### config.mk
export PLATFORM = sky130hd
export DESIGN_NAME = trace_hit_unit
export DESIGN_NICKNAME = d
export VERILOG_FILES = /design/src/rtl/tch_pkg.sv /design/src/rtl/tch_line_store.sv /design/src/rtl/tch_match.sv /design/src/rtl/trace_hit_unit.sv
export SDC_FILE = /design/constraint.sdc
export NUM_CORES = 2
export LEC_CHECK = 0
export BUFFER_PORTS_ARGS = -buffer_cell sky130_fd_sc_hd__buf_2
export CAP_MARGIN = 20
export CORE_ASPECT_RATIO = 1.4
export CORE_MARGIN = 3
export CORE_UTILIZATION = 62
export DETAILED_ROUTE_END_ITERATION = 10
export PLACE_DENSITY = 0.77
export SETUP_SLACK_MARGIN = 0.5
export SLEW_MARGIN = 40
export SYNTH_ARGS = -nofsm -noshare
export SYNTH_HDL_FRONTEND = slang
export SYNTH_SLANG_ARGS = --single-unit
### constraint.sdc
create_clock -name clk -period 4 [get_ports clk]
set_input_delay 0.2 -clock clk [delete_from_list [all_inputs] [get_ports clk]]
set_output_delay 0.2 -clock clk [all_outputs]
set_load 0.02 [all_outputs]
### src/rtl/tch_pkg.sv
package tch_pkg;
  typedef enum logic [1:0] {
    LK_MISS = 2'd0,
    LK_FULL = 2'd1,
    LK_PART = 2'd2
  } lookup_kind_e;
endpackage

### src/rtl/tch_line_store.sv
module tch_line_store #(
  parameter int NUM_LINES = 16,
  parameter int AW        = 32,
  parameter int MAX_BR    = 3,
  parameter int CNT_W     = 5,
  parameter int BRC_W     = 2,
  localparam int IDX_W    = $clog2(NUM_LINES)
) (
  input  logic                    clk,
  input  logic                    rst_n,
  input  logic                    wr_en,
  input  logic [AW-1:0]           wr_start_addr,
  input  logic [BRC_W-1:0]        wr_br_cnt,
  input  logic                    wr_ends_br,
  input  logic [MAX_BR-1:0]       wr_br_dir,
  input  logic [MAX_BR*CNT_W-1:0] wr_br_pos,
  input  logic [CNT_W-1:0]        wr_n_insn,
  input  logic [AW-1:0]           wr_fall_addr,
  input  logic [AW-1:0]           wr_taken_addr,
  input  logic [MAX_BR*AW-1:0]    wr_alt_addr,
  input  logic [AW-1:0]           rd_addr,
  output logic                    rd_valid,
  output logic [AW-1:0]           rd_tag,
  output logic [BRC_W-1:0]        rd_br_cnt,
  output logic                    rd_ends_br,
  output logic [MAX_BR-1:0]       rd_br_dir,
  output logic [MAX_BR*CNT_W-1:0] rd_br_pos,
  output logic [CNT_W-1:0]        rd_n_insn,
  output logic [AW-1:0]           rd_fall_addr,
  output logic [AW-1:0]           rd_taken_addr,
  output logic [MAX_BR*AW-1:0]    rd_alt_addr
);
  logic [NUM_LINES-1:0]    valid_q;
  logic [AW-1:0]           tag_q   [NUM_LINES];
  logic [BRC_W-1:0]        cnt_q   [NUM_LINES];
  logic                    ends_q  [NUM_LINES];
  logic [MAX_BR-1:0]       dir_q   [NUM_LINES];
  logic [MAX_BR*CNT_W-1:0] pos_q   [NUM_LINES];
  logic [CNT_W-1:0]        ninsn_q [NUM_LINES];
  logic [AW-1:0]           fall_q  [NUM_LINES];
  logic [AW-1:0]           taken_q [NUM_LINES];
  logic [MAX_BR*AW-1:0]    alt_q   [NUM_LINES];

  logic [IDX_W-1:0] wr_idx;
  logic [IDX_W-1:0] rd_idx;
  assign wr_idx = wr_start_addr[IDX_W-1:0];
  assign rd_idx = rd_addr[IDX_W-1:0];

  always_ff @(posedge clk or negedge rst_n) begin
    if (!rst_n) valid_q <= '0;
    else if (wr_en) valid_q[wr_idx] <= 1'b1;
  end

  always_ff @(posedge clk) begin
    if (wr_en) begin
      tag_q[wr_idx]   <= wr_start_addr;
      cnt_q[wr_idx]   <= wr_br_cnt;
      ends_q[wr_idx]  <= wr_ends_br;
      dir_q[wr_idx]   <= wr_br_dir;
      pos_q[wr_idx]   <= wr_br_pos;
      ninsn_q[wr_idx] <= wr_n_insn;
      fall_q[wr_idx]  <= wr_fall_addr;
      taken_q[wr_idx] <= wr_taken_addr;
      alt_q[wr_idx]   <= wr_alt_addr;
    end
  end

  assign rd_valid      = valid_q[rd_idx];
  assign rd_tag        = tag_q[rd_idx];
  assign rd_br_cnt     = cnt_q[rd_idx];
  assign rd_ends_br    = ends_q[rd_idx];
  assign rd_br_dir     = dir_q[rd_idx];
  assign rd_br_pos     = pos_q[rd_idx];
  assign rd_n_insn     = ninsn_q[rd_idx];
  assign rd_fall_addr  = fall_q[rd_idx];
  assign rd_taken_addr = taken_q[rd_idx];
  assign rd_alt_addr   = alt_q[rd_idx];
endmodule

### src/rtl/tch_match.sv
module tch_match
  import tch_pkg::*;
#(
  parameter int AW     = 32,
  parameter int MAX_BR = 3,
  parameter int CNT_W  = 5,
  parameter int BRC_W  = 2
) (
  input  logic [AW-1:0]           fetch_addr,
  input  logic [MAX_BR-1:0]       pred_taken,
  input  logic                    ln_valid,
  input  logic [AW-1:0]           ln_tag,
  input  logic [BRC_W-1:0]        ln_br_cnt,
  input  logic                    ln_ends_br,
  input  logic [MAX_BR-1:0]       ln_br_dir,
  input  logic [MAX_BR*CNT_W-1:0] ln_br_pos,
  input  logic [CNT_W-1:0]        ln_n_insn,
  input  logic [AW-1:0]           ln_fall_addr,
  input  logic [AW-1:0]           ln_taken_addr,
  input  logic [MAX_BR*AW-1:0]    ln_alt_addr,
  output lookup_kind_e            kind,
  output logic [CNT_W-1:0]        count,
  output logic [AW-1:0]           next_addr,
  output logic                    tag_match,
  output logic                    term_taken,
  output logic [BRC_W-1:0]        first_bad
);
  // Number of branches whose recorded direction must match the predictions.
  function automatic logic [BRC_W-1:0] inner_branches(input logic [BRC_W-1:0] n,
                                                      input logic ends);
    if (ends && n != '0) return n - 1'b1;
    return n;
  endfunction

  // Lowest-numbered internal branch that disagrees; MAX_BR if none does.
  function automatic logic [BRC_W-1:0] lowest_disagree(input logic [MAX_BR-1:0] dir,
                                                       input logic [MAX_BR-1:0] pred,
                                                       input logic [BRC_W-1:0] limit);
    logic [BRC_W-1:0] res;
    res = BRC_W'(MAX_BR);
    for (int i = MAX_BR - 1; i >= 0; i--) begin
      if (BRC_W'(i) < limit && dir[i] != pred[i]) res = BRC_W'(i);
    end
    return res;
  endfunction

  logic [BRC_W-1:0] n_inner;
  logic             has_term;

  assign tag_match = ln_valid && (ln_tag == fetch_addr);
  assign has_term  = ln_ends_br && (ln_br_cnt != '0);
  assign n_inner   = inner_branches(ln_br_cnt, ln_ends_br);
  assign first_bad = lowest_disagree(ln_br_dir, pred_taken, n_inner);
  assign term_taken = has_term && pred_taken[ln_br_cnt - 1'b1];

  always_comb begin
    kind      = LK_MISS;
    count     = '0;
    next_addr = fetch_addr;
    if (tag_match) begin
      if (first_bad != BRC_W'(MAX_BR)) begin
        kind      = LK_PART;
        count     = ln_br_pos[first_bad*CNT_W +: CNT_W];
        next_addr = ln_alt_addr[first_bad*AW +: AW];
      end else begin
        kind      = LK_FULL;
        count     = ln_n_insn;
        next_addr = term_taken ? ln_taken_addr : ln_fall_addr;
      end
    end
  end
endmodule

### src/rtl/trace_hit_unit.sv
module trace_hit_unit
  import tch_pkg::*;
#(
  parameter int NUM_LINES = 16,
  parameter int AW        = 32,
  parameter int MAX_BR    = 3,
  parameter int MAX_INSN  = 16,
  localparam int CNT_W    = $clog2(MAX_INSN + 1),
  localparam int BRC_W    = $clog2(MAX_BR + 1)
) (
  input  logic                    clk,
  input  logic                    rst_n,
  input  logic                    fetch_valid,
  input  logic [AW-1:0]           fetch_addr,
  input  logic [MAX_BR-1:0]       pred_taken,
  input  logic                    wr_en,
  input  logic [AW-1:0]           wr_start_addr,
  input  logic [BRC_W-1:0]        wr_br_cnt,
  input  logic                    wr_ends_br,
  input  logic [MAX_BR-1:0]       wr_br_dir,
  input  logic [MAX_BR*CNT_W-1:0] wr_br_pos,
  input  logic [CNT_W-1:0]        wr_n_insn,
  input  logic [AW-1:0]           wr_fall_addr,
  input  logic [AW-1:0]           wr_taken_addr,
  input  logic [MAX_BR*AW-1:0]    wr_alt_addr,
  output logic                    out_valid,
  output logic                    out_hit,
  output logic                    out_miss,
  output logic                    out_partial,
  output logic [CNT_W-1:0]        out_count,
  output logic [AW-1:0]           out_next_addr
);
  logic                    ln_valid;
  logic [AW-1:0]           ln_tag;
  logic [BRC_W-1:0]        ln_br_cnt;
  logic                    ln_ends_br;
  logic [MAX_BR-1:0]       ln_br_dir;
  logic [MAX_BR*CNT_W-1:0] ln_br_pos;
  logic [CNT_W-1:0]        ln_n_insn;
  logic [AW-1:0]           ln_fall_addr;
  logic [AW-1:0]           ln_taken_addr;
  logic [MAX_BR*AW-1:0]    ln_alt_addr;

  lookup_kind_e     mt_kind;
  logic [CNT_W-1:0] mt_count;
  logic [AW-1:0]    mt_next;
  logic             mt_tag_match;
  logic             mt_term_taken;
  logic [BRC_W-1:0] mt_first_bad;

  tch_line_store #(
    .NUM_LINES(NUM_LINES), .AW(AW), .MAX_BR(MAX_BR), .CNT_W(CNT_W), .BRC_W(BRC_W)
  ) u_store (
    .clk(clk), .rst_n(rst_n),
    .wr_en(wr_en), .wr_start_addr(wr_start_addr), .wr_br_cnt(wr_br_cnt),
    .wr_ends_br(wr_ends_br), .wr_br_dir(wr_br_dir), .wr_br_pos(wr_br_pos),
    .wr_n_insn(wr_n_insn), .wr_fall_addr(wr_fall_addr),
    .wr_taken_addr(wr_taken_addr), .wr_alt_addr(wr_alt_addr),
    .rd_addr(fetch_addr),
    .rd_valid(ln_valid), .rd_tag(ln_tag), .rd_br_cnt(ln_br_cnt),
    .rd_ends_br(ln_ends_br), .rd_br_dir(ln_br_dir), .rd_br_pos(ln_br_pos),
    .rd_n_insn(ln_n_insn), .rd_fall_addr(ln_fall_addr),
    .rd_taken_addr(ln_taken_addr), .rd_alt_addr(ln_alt_addr)
  );

  tch_match #(
    .AW(AW), .MAX_BR(MAX_BR), .CNT_W(CNT_W), .BRC_W(BRC_W)
  ) u_match (
    .fetch_addr(fetch_addr), .pred_taken(pred_taken),
    .ln_valid(ln_valid), .ln_tag(ln_tag), .ln_br_cnt(ln_br_cnt),
    .ln_ends_br(ln_ends_br), .ln_br_dir(ln_br_dir), .ln_br_pos(ln_br_pos),
    .ln_n_insn(ln_n_insn), .ln_fall_addr(ln_fall_addr),
    .ln_taken_addr(ln_taken_addr), .ln_alt_addr(ln_alt_addr),
    .kind(mt_kind), .count(mt_count), .next_addr(mt_next),
    .tag_match(mt_tag_match), .term_taken(mt_term_taken),
    .first_bad(mt_first_bad)
  );

  always_ff @(posedge clk or negedge rst_n) begin
    if (!rst_n) begin
      out_valid     <= 1'b0;
      out_hit       <= 1'b0;
      out_miss      <= 1'b0;
      out_partial   <= 1'b0;
      out_count     <= '0;
      out_next_addr <= '0;
    end else begin
      out_valid     <= fetch_valid;
      out_hit       <= fetch_valid && (mt_kind != LK_MISS);
      out_miss      <= fetch_valid && (mt_kind == LK_MISS);
      out_partial   <= fetch_valid && (mt_kind == LK_PART);
      out_count     <= fetch_valid ? mt_count : '0;
      out_next_addr <= fetch_valid ? mt_next : '0;
    end
  end
endmodule

==> After elaboration in Yosys (flattened, before gate mapping) <==
Memory sizes are Yosys's and may differ from the RTL's.
Index checks and enable logic that the tools add are counted.
{ "totals": {"register_bits": 57, "latch_bits": 0, "mem_bits_rw": 3488, "mem_bits_ro": 0, "mem_count": 9} }
{ "op_classes": {"n_addsub": 1, "mul": 1, "div": 0, "magnitude_cmp": 7, "eq_ne": 6, "shifts": 2, "n_mux": 23, "n_bitwise": 1, "n_reduce_logical": 13} }
{ "mem_list": {"columns": ["memory", "words", "word_bits", "read_ports", "rd_ports_with_merged_regs", "write_ports", "line", "text"], "rows": [
  ["u_store.alt_q", 16, 96, 1, 0, 1, "tch_line_store.sv:42", "logic [MAX_BR*AW-1:0] alt_q [NUM_LINES];"],
  ["u_store.fall_q", 16, 32, 1, 0, 1, "tch_line_store.sv:40", "logic [AW-1:0] fall_q [NUM_LINES];"],
  ["u_store.tag_q", 16, 32, 1, 0, 1, "tch_line_store.sv:34", "logic [AW-1:0] tag_q [NUM_LINES];"],
  ["u_store.taken_q", 16, 32, 1, 0, 1, "tch_line_store.sv:41", "logic [AW-1:0] taken_q [NUM_LINES];"],
  ["u_store.pos_q", 16, 15, 1, 0, 1, "tch_line_store.sv:38", "logic [MAX_BR*CNT_W-1:0] pos_q [NUM_LINES];"],
  ["u_store.ninsn_q", 16, 5, 1, 0, 1, "tch_line_store.sv:39", "logic [CNT_W-1:0] ninsn_q [NUM_LINES];"],
  ["3 more memories", null, null, null, null, null, null, null]
]} }
{ "op_table": {"columns": ["op", "n"], "rows": [
  ["$mux 32", 4],
  ["$shiftx 96x8->32", 1],
  ["$eq 32x32->1", 1],
  ["$or 16x16->16", 1],
  ["$mux 5", 3],
  ["$shiftx 15x6->5", 1],
  ["$mux 2", 6],
  ["$logic_and 1x1->1", 10],
  ["$lt 4x5->1 const B", 2],
  ["$mux 1", 7],
  ["$mul 2x3->5 const B", 1],
  ["$bmux 1 s4", 1],
  ["$demux 1 s4", 1],
  ["$ge 4x1->1 const B", 1],
  ["$lt 1x2->1 const A", 2],
  ["$reduce_bool 2->1", 2],
  ["$lt 2x3->1 const B", 1],
  ["$ne 1x1->1", 3],
  ["$bmux 1 s2", 1],
  ["$eq 2x2->1 const B", 1],
  ["$logic_not 2->1", 1],
  ["$lt 2x2->1 const A", 1],
  ["$ne 2x2->1 const B", 1],
  ["$sub 2x1->2 const B", 1]
]} }

==> Longest topological paths before layout <==
An unclocked memory read counts as a cell.
{ "depth": {"word_depth": 15, "depth_mapped": 22, "ltp_nobuf": 13} }

==> Hierarchy <==
From an unflattened synthesis, not the netlist that was laid out.
{ "hier_totals": {"hier_cells": 5959, "hier_area_um2": 135312.3} }
{ "by_module_without_submodules": {"columns": ["module", "instances", "cells_each", "area_per_inst_um2", "seq_area_each_um2"], "rows": [
  ["tch_line_store", 1, 5517, 131549.9, 105140.8],
  ["tch_match", 1, 357, 2453.6, 0.0],
  ["trace_hit_unit", 1, 85, 1308.8, 1026.0]
]} }

==> Least setup slack after synthesis <==
No wires, ideal clock.
{ "synth_timing": {"kind": "input-to-reg", "from": "in wr_start_addr[2]", "to": "reg u_store.valid_q[0]", "arrival_time_ns": 16.701, "required_ns": 3.839, "path_slack_ns": -12.862, "cell_stages": 3, "path_cell_list": "or3b_2 nor3_1 or2_2"} }
{ "synth_via": {"elab_chain_len": 5, "elab_cells_between_ends": 6, "cone_classes": "order compare (2); mux (2); bitwise (1); reduce/logical (1)"} }
{ "synth_rtl": {"columns": ["item", "line", "text"], "rows": [
  ["from (decl)", "trace_hit_unit.sv:17", "input logic [AW-1:0] wr_start_addr,"],
  ["$lt 4x5->1 (not written as such) or $ge 4x1->1 (tied branches)", "tch_line_store.sv:51", "else if (wr_en) valid_q[wr_idx] <= 1'b1;"],
  ["$logic_and 1x1->1 (not written as such)", "tch_line_store.sv:51", null],
  ["$mux 1 (not written as such)", "tch_line_store.sv:51", null],
  ["$demux 1 s4 *", null, null],
  ["$or 16x16->16 (no line) *", null, null],
  ["to (signal assigned)", "tch_line_store.sv:50", "if (!rst_n) valid_q <= '0;"],
  ["to (signal, indexed assignment)", "tch_line_store.sv:51", null],
  ["to (decl)", "tch_line_store.sv:33", "logic [NUM_LINES-1:0] valid_q;"]
]} }
Mark *: on every way between the ends. The rest lies on a longest branch, timed or not.
A chain may end at the register's enable or synchronous reset.

==> Worst setup path after layout <==
{ "layout_timing": {"from": "mem u_store.cnt_q[5][0]", "to": "reg out_next_addr[22]"} }
{ "layout_via": {"elab_chain_len": 14, "elab_cells_between_ends": 25, "cone_classes": "add/sub (1); order compare (3); eq/ne (1); shift (1); mux (12); reduce/logical (6); memory (1)"} }
{ "layout_rtl": {"columns": ["item", "line", "text"], "rows": [
  ["from (decl)", "tch_line_store.sv:35", "logic [BRC_W-1:0] cnt_q [NUM_LINES];"],
  ["$mem_v2 16x2 *", null, null],
  ["branches (longest 10 deep; another with $sub 2x1->2)", null, null],
  ["$mux 32 *", "tch_match.sv:61", "if (first_bad != BRC_W'(MAX_BR)) begin"],
  ["$mux 32 *", "tch_match.sv:60", "if (tag_match) begin"],
  ["$mux 32 *", "trace_hit_unit.sv:93", "out_next_addr <= fetch_valid ? mt_next : '0;"],
  ["to (signal assigned)", "trace_hit_unit.sv:93", null],
  ["to (decl)", "trace_hit_unit.sv:31", "output logic [AW-1:0] out_next_addr"]
]} }
Mark *: on every way between the ends. The select of a mux whose other input is x is not followed.

==> results by group <==
Status
  • Status: finished with violations
  • Violated checks: design-rule violations, negative hold slack

Synthesis
  • Top-count cell post-synth: edfxtp_1
  • Area leader, netlist: edfxtp_1
  • Synth Flop Type: edfxtp_1
  • Syn nets: roughly 6000
  • Mapped cell area: between 100000 and 150000 sq um
  • Synth top area cells: edfxtp_1 77%, mux4_2 16%, dfrtp_1 1.0%
  • Syn Area/Cell: about 24 sq um
  • Commonest cells in the netlist: 3488 x edfxtp_1, 969 x mux4_2, 144 x clkbuf_1
  • Post-synthesis sequential area ratio: between 70 and 80%
  • Flops & latches, synth: approximately 3500
  • Share of the synthesized area in the top cell type: between 70 and 80%
  • Cell count after synthesis: approximately 5800
  • Synth cell types: 73
  • Synth warn: 0
  • Ys async rst share: 1.61%
  • EDFF count, synth: ~3500

Clock tree
  • Cts bufs inserted: between 300 and 400
  • Clock insertion delay at the later pin of the skew report: about 870 ps
  • CTS clk-pin slew, worst paths: 70 ps
  • Max Root-Sink Buffers: 4
  • Htree depth: 5
  • CTS tree: built
  • Sink Count: ~3500
  • Root buffer cell: clkbuf_16

Worst setup path
  • Reg2Reg Depth: 16
  • Flop-to-flop setup slack: 310 ps
  • Worst Path Required: about 4800 ps
  • Crit path launch type: register
  • Max FO, Critical Path: 9
  • Reg-to-Reg End: out_next_addr[22]
  • Nature of the critical path endpoint: register
  • Critical path arrival: about 4500 ps
  • Worst R2R Start: u_store.cnt_q[5][0]
  • Setup CP Type: reg2reg

Floorplanning
  • Core area: 219000 sq um
  • FP Rows: 203
  • Height of the die: around 560 microns
  • Initial core utilization: slightly above 60%
  • # IOs: roughly 300
  • Die span in x: about 400 microns
  • Die Area: 226000 sq um

Drt
  • Vias: between 70000 and 80000
  • Vias per cell: 7.21
  • Pre-Repair DR Iteration Count: 11
  • Routed Antenna Nets: 0
  • Total Routed Length: ~380000 microns
  • Wirelength per Cell: 39.0 microns
  • Drt initial violations: ~11000
  • Remaining DRCs: 1

Layout
  • Layout cells sized above 1: a little under a third
  • Layout net count: between 6000 and 7000
  • Area delta synth->final: 15.3%
  • Final instance area: ~160000 sq um

STA
  • Slew @ Worst Pin: just under 900 ps
  • Final Skew: between 50 and 60 ps
  • Final Hold Fails: 7
  • Fin. max-slew vios: 0
  • Max Freq: 271 MHz
  • Slew Limit Headroom: 41.5%
  • RSZ-0062 raised after global routing: true
  • # setup viols final: 0
  • Hold_ws: -46.9 ps
  • Fin worst setup slack: 311 ps
  • Min cycle time layout: about 3700 ps
  • Fin crit share: between 90% and 100%

Global route
  • Vias in the first global route: slightly above 70000
  • Initial antenna violation count: 70
  • Global route overflow: 0
  • GRT Overall Usage: 33.4%
  • First-pass GRT wire length: 530000 microns
  • Largest net degree at the start of global routing: 137

Pwr
  • LEAKAGE: 0.0504 uW
  • Peak VDD IR: between 0.0004 and 0.0005 V
  • PD cells: ~500 nW/um^2

Placed design
  • DP HPWL: just under 200000 microns
  • IO Port Bufs: slightly below 300
  • Final RePlAce weighted congestion: 0.984
  • Dpl ws: -257 ps
  • Cell area after placement: around 140000 sq um

Hold path
  • Hold WC Path Type: in2async

Flow run
  • Max-cap viol count: 0
[flip-flops by register name (all words and copies together) (netlist names), 32 cells and up]
register	flops
u_store.cnt_q	32
u_store.dir_q	48
u_store.tag_q	512
u_store.fall_q	512
u_store.taken_q	512
u_store.ninsn_q	80
out_next_addr	32
u_store.alt_q	1536
u_store.pos_q	240
[area by class of cell]
cell class | count | area, sq um
diodes | 48 | 120
clock buffers | 380 | 8300
clock inverters | 195 | 1840
fillers | 11600 | 61400
inverters | 60 | 233
multi-input cells | 1825 | 29300
flip-flops and latches | 3545 | 106000
well taps | 2870 | 3590
repair buffers | 851 | 7820
[stage by stage]
step / utilization (%) / hold WS (ps) / instances / setup TNS (ps) / power [uW]
after floorplan: - / -95.6 / 5751 / -2702610 / 45500
after global placement: 65.5 / 393 / 8860 / 0 / 47600
after detailed placement: 65.6 / 397 / 8863 / -625 / 47800
after CTS: 71.5 / 17.4 / 9697 / 0 / 77900
after global routing: 71.9 / 7.19 / 9739 / 0 / 79900
final: 71.9 / -46.9 / 9774 / 0 / 78200
[cell usage in the layout, fill, tap and decap left out, types with 51 or more instances in the layout]
cell and instances:
buf_12 92, buf_2 294, buf_4 180, clkbuf_1 57
clkbuf_16 332, clkinv_1 82, clkinv_2 51, dfrtp_1 57
dlygate4sd3_1 249, edfxtp_1 3488, inv_1 58, mux2i_1 111
mux4_2 972, o211ai_1 60
[power breakdown]
| part | internal (uW) | total (uW) | switching, uW |
|---|---|---|---|
| registers | 41600 | 41900 | 295 |
| logic | 2410 | 5980 | 3570 |
| clock network | 16800 | 30300 | 13500 |
| total | 60800 | 78200 | 17300 |
[cell families after synthesis]
kind of cell    share of synthesized area [%]
mux                                      17.3
xor+xnor                                0.205
fa+ha+maj                             0.00917
compound gates                           2.18
simple gates                             1.13
flops                                    77.8
buf+inv                                  1.36
[routing by layer]
metal  share of wire, %  vias up  track usage [%]
li1                   -    26700                -
met1                 33    36700             44.5
met2                 48     5882             52.4
met3                 12     1143             8.65
met4                6.0       52             15.8
met5              0.084        -            0.740
[worst max-delay path by stage]
stage	from	end	slack (ps)	cells after the start
CTS	u_store.cnt_q[10][1]	out_next_addr[19]	490	13
finish	u_store.cnt_q[5][0]	out_next_addr[22]	310	16
global placement	fetch_addr[0]	out_next_addr[21]	30	14
detailed placement	fetch_addr[2]	out_count[2]	-260	14
global route	u_store.cnt_q[13][0]	out_next_addr[29]	300	16
floorplan	wr_start_addr[2]	u_store.valid_q[0]	-2360	3
[worst max-delay path, cell delays in order (launching register included)]
cell and delay [ps]:
edfxtp_1 330, mux2i_1 60, a22o_1 250, nor3_1 360
nor2_1 130, ha_4 200, buf_4 140, a211oi_4 270
a2bb2oi_4 130, nor4_4 320, o211ai_1 200, buf_4 260
buf_16 170, o21ai_0 190, a31oi_1 80, buf_4 170
o31ai_2 300
[timing repair]
item,CTS,global route
pin swaps,18,35
buffers inserted,7,11
endpoints found under the setup margin,39,38
endpoints found under the hold margin,3587,0
hold buffers,249,0
cloned,3,17
gates resized for setup,54,95
Note: power is estimated with default switching activity, not from simulation.
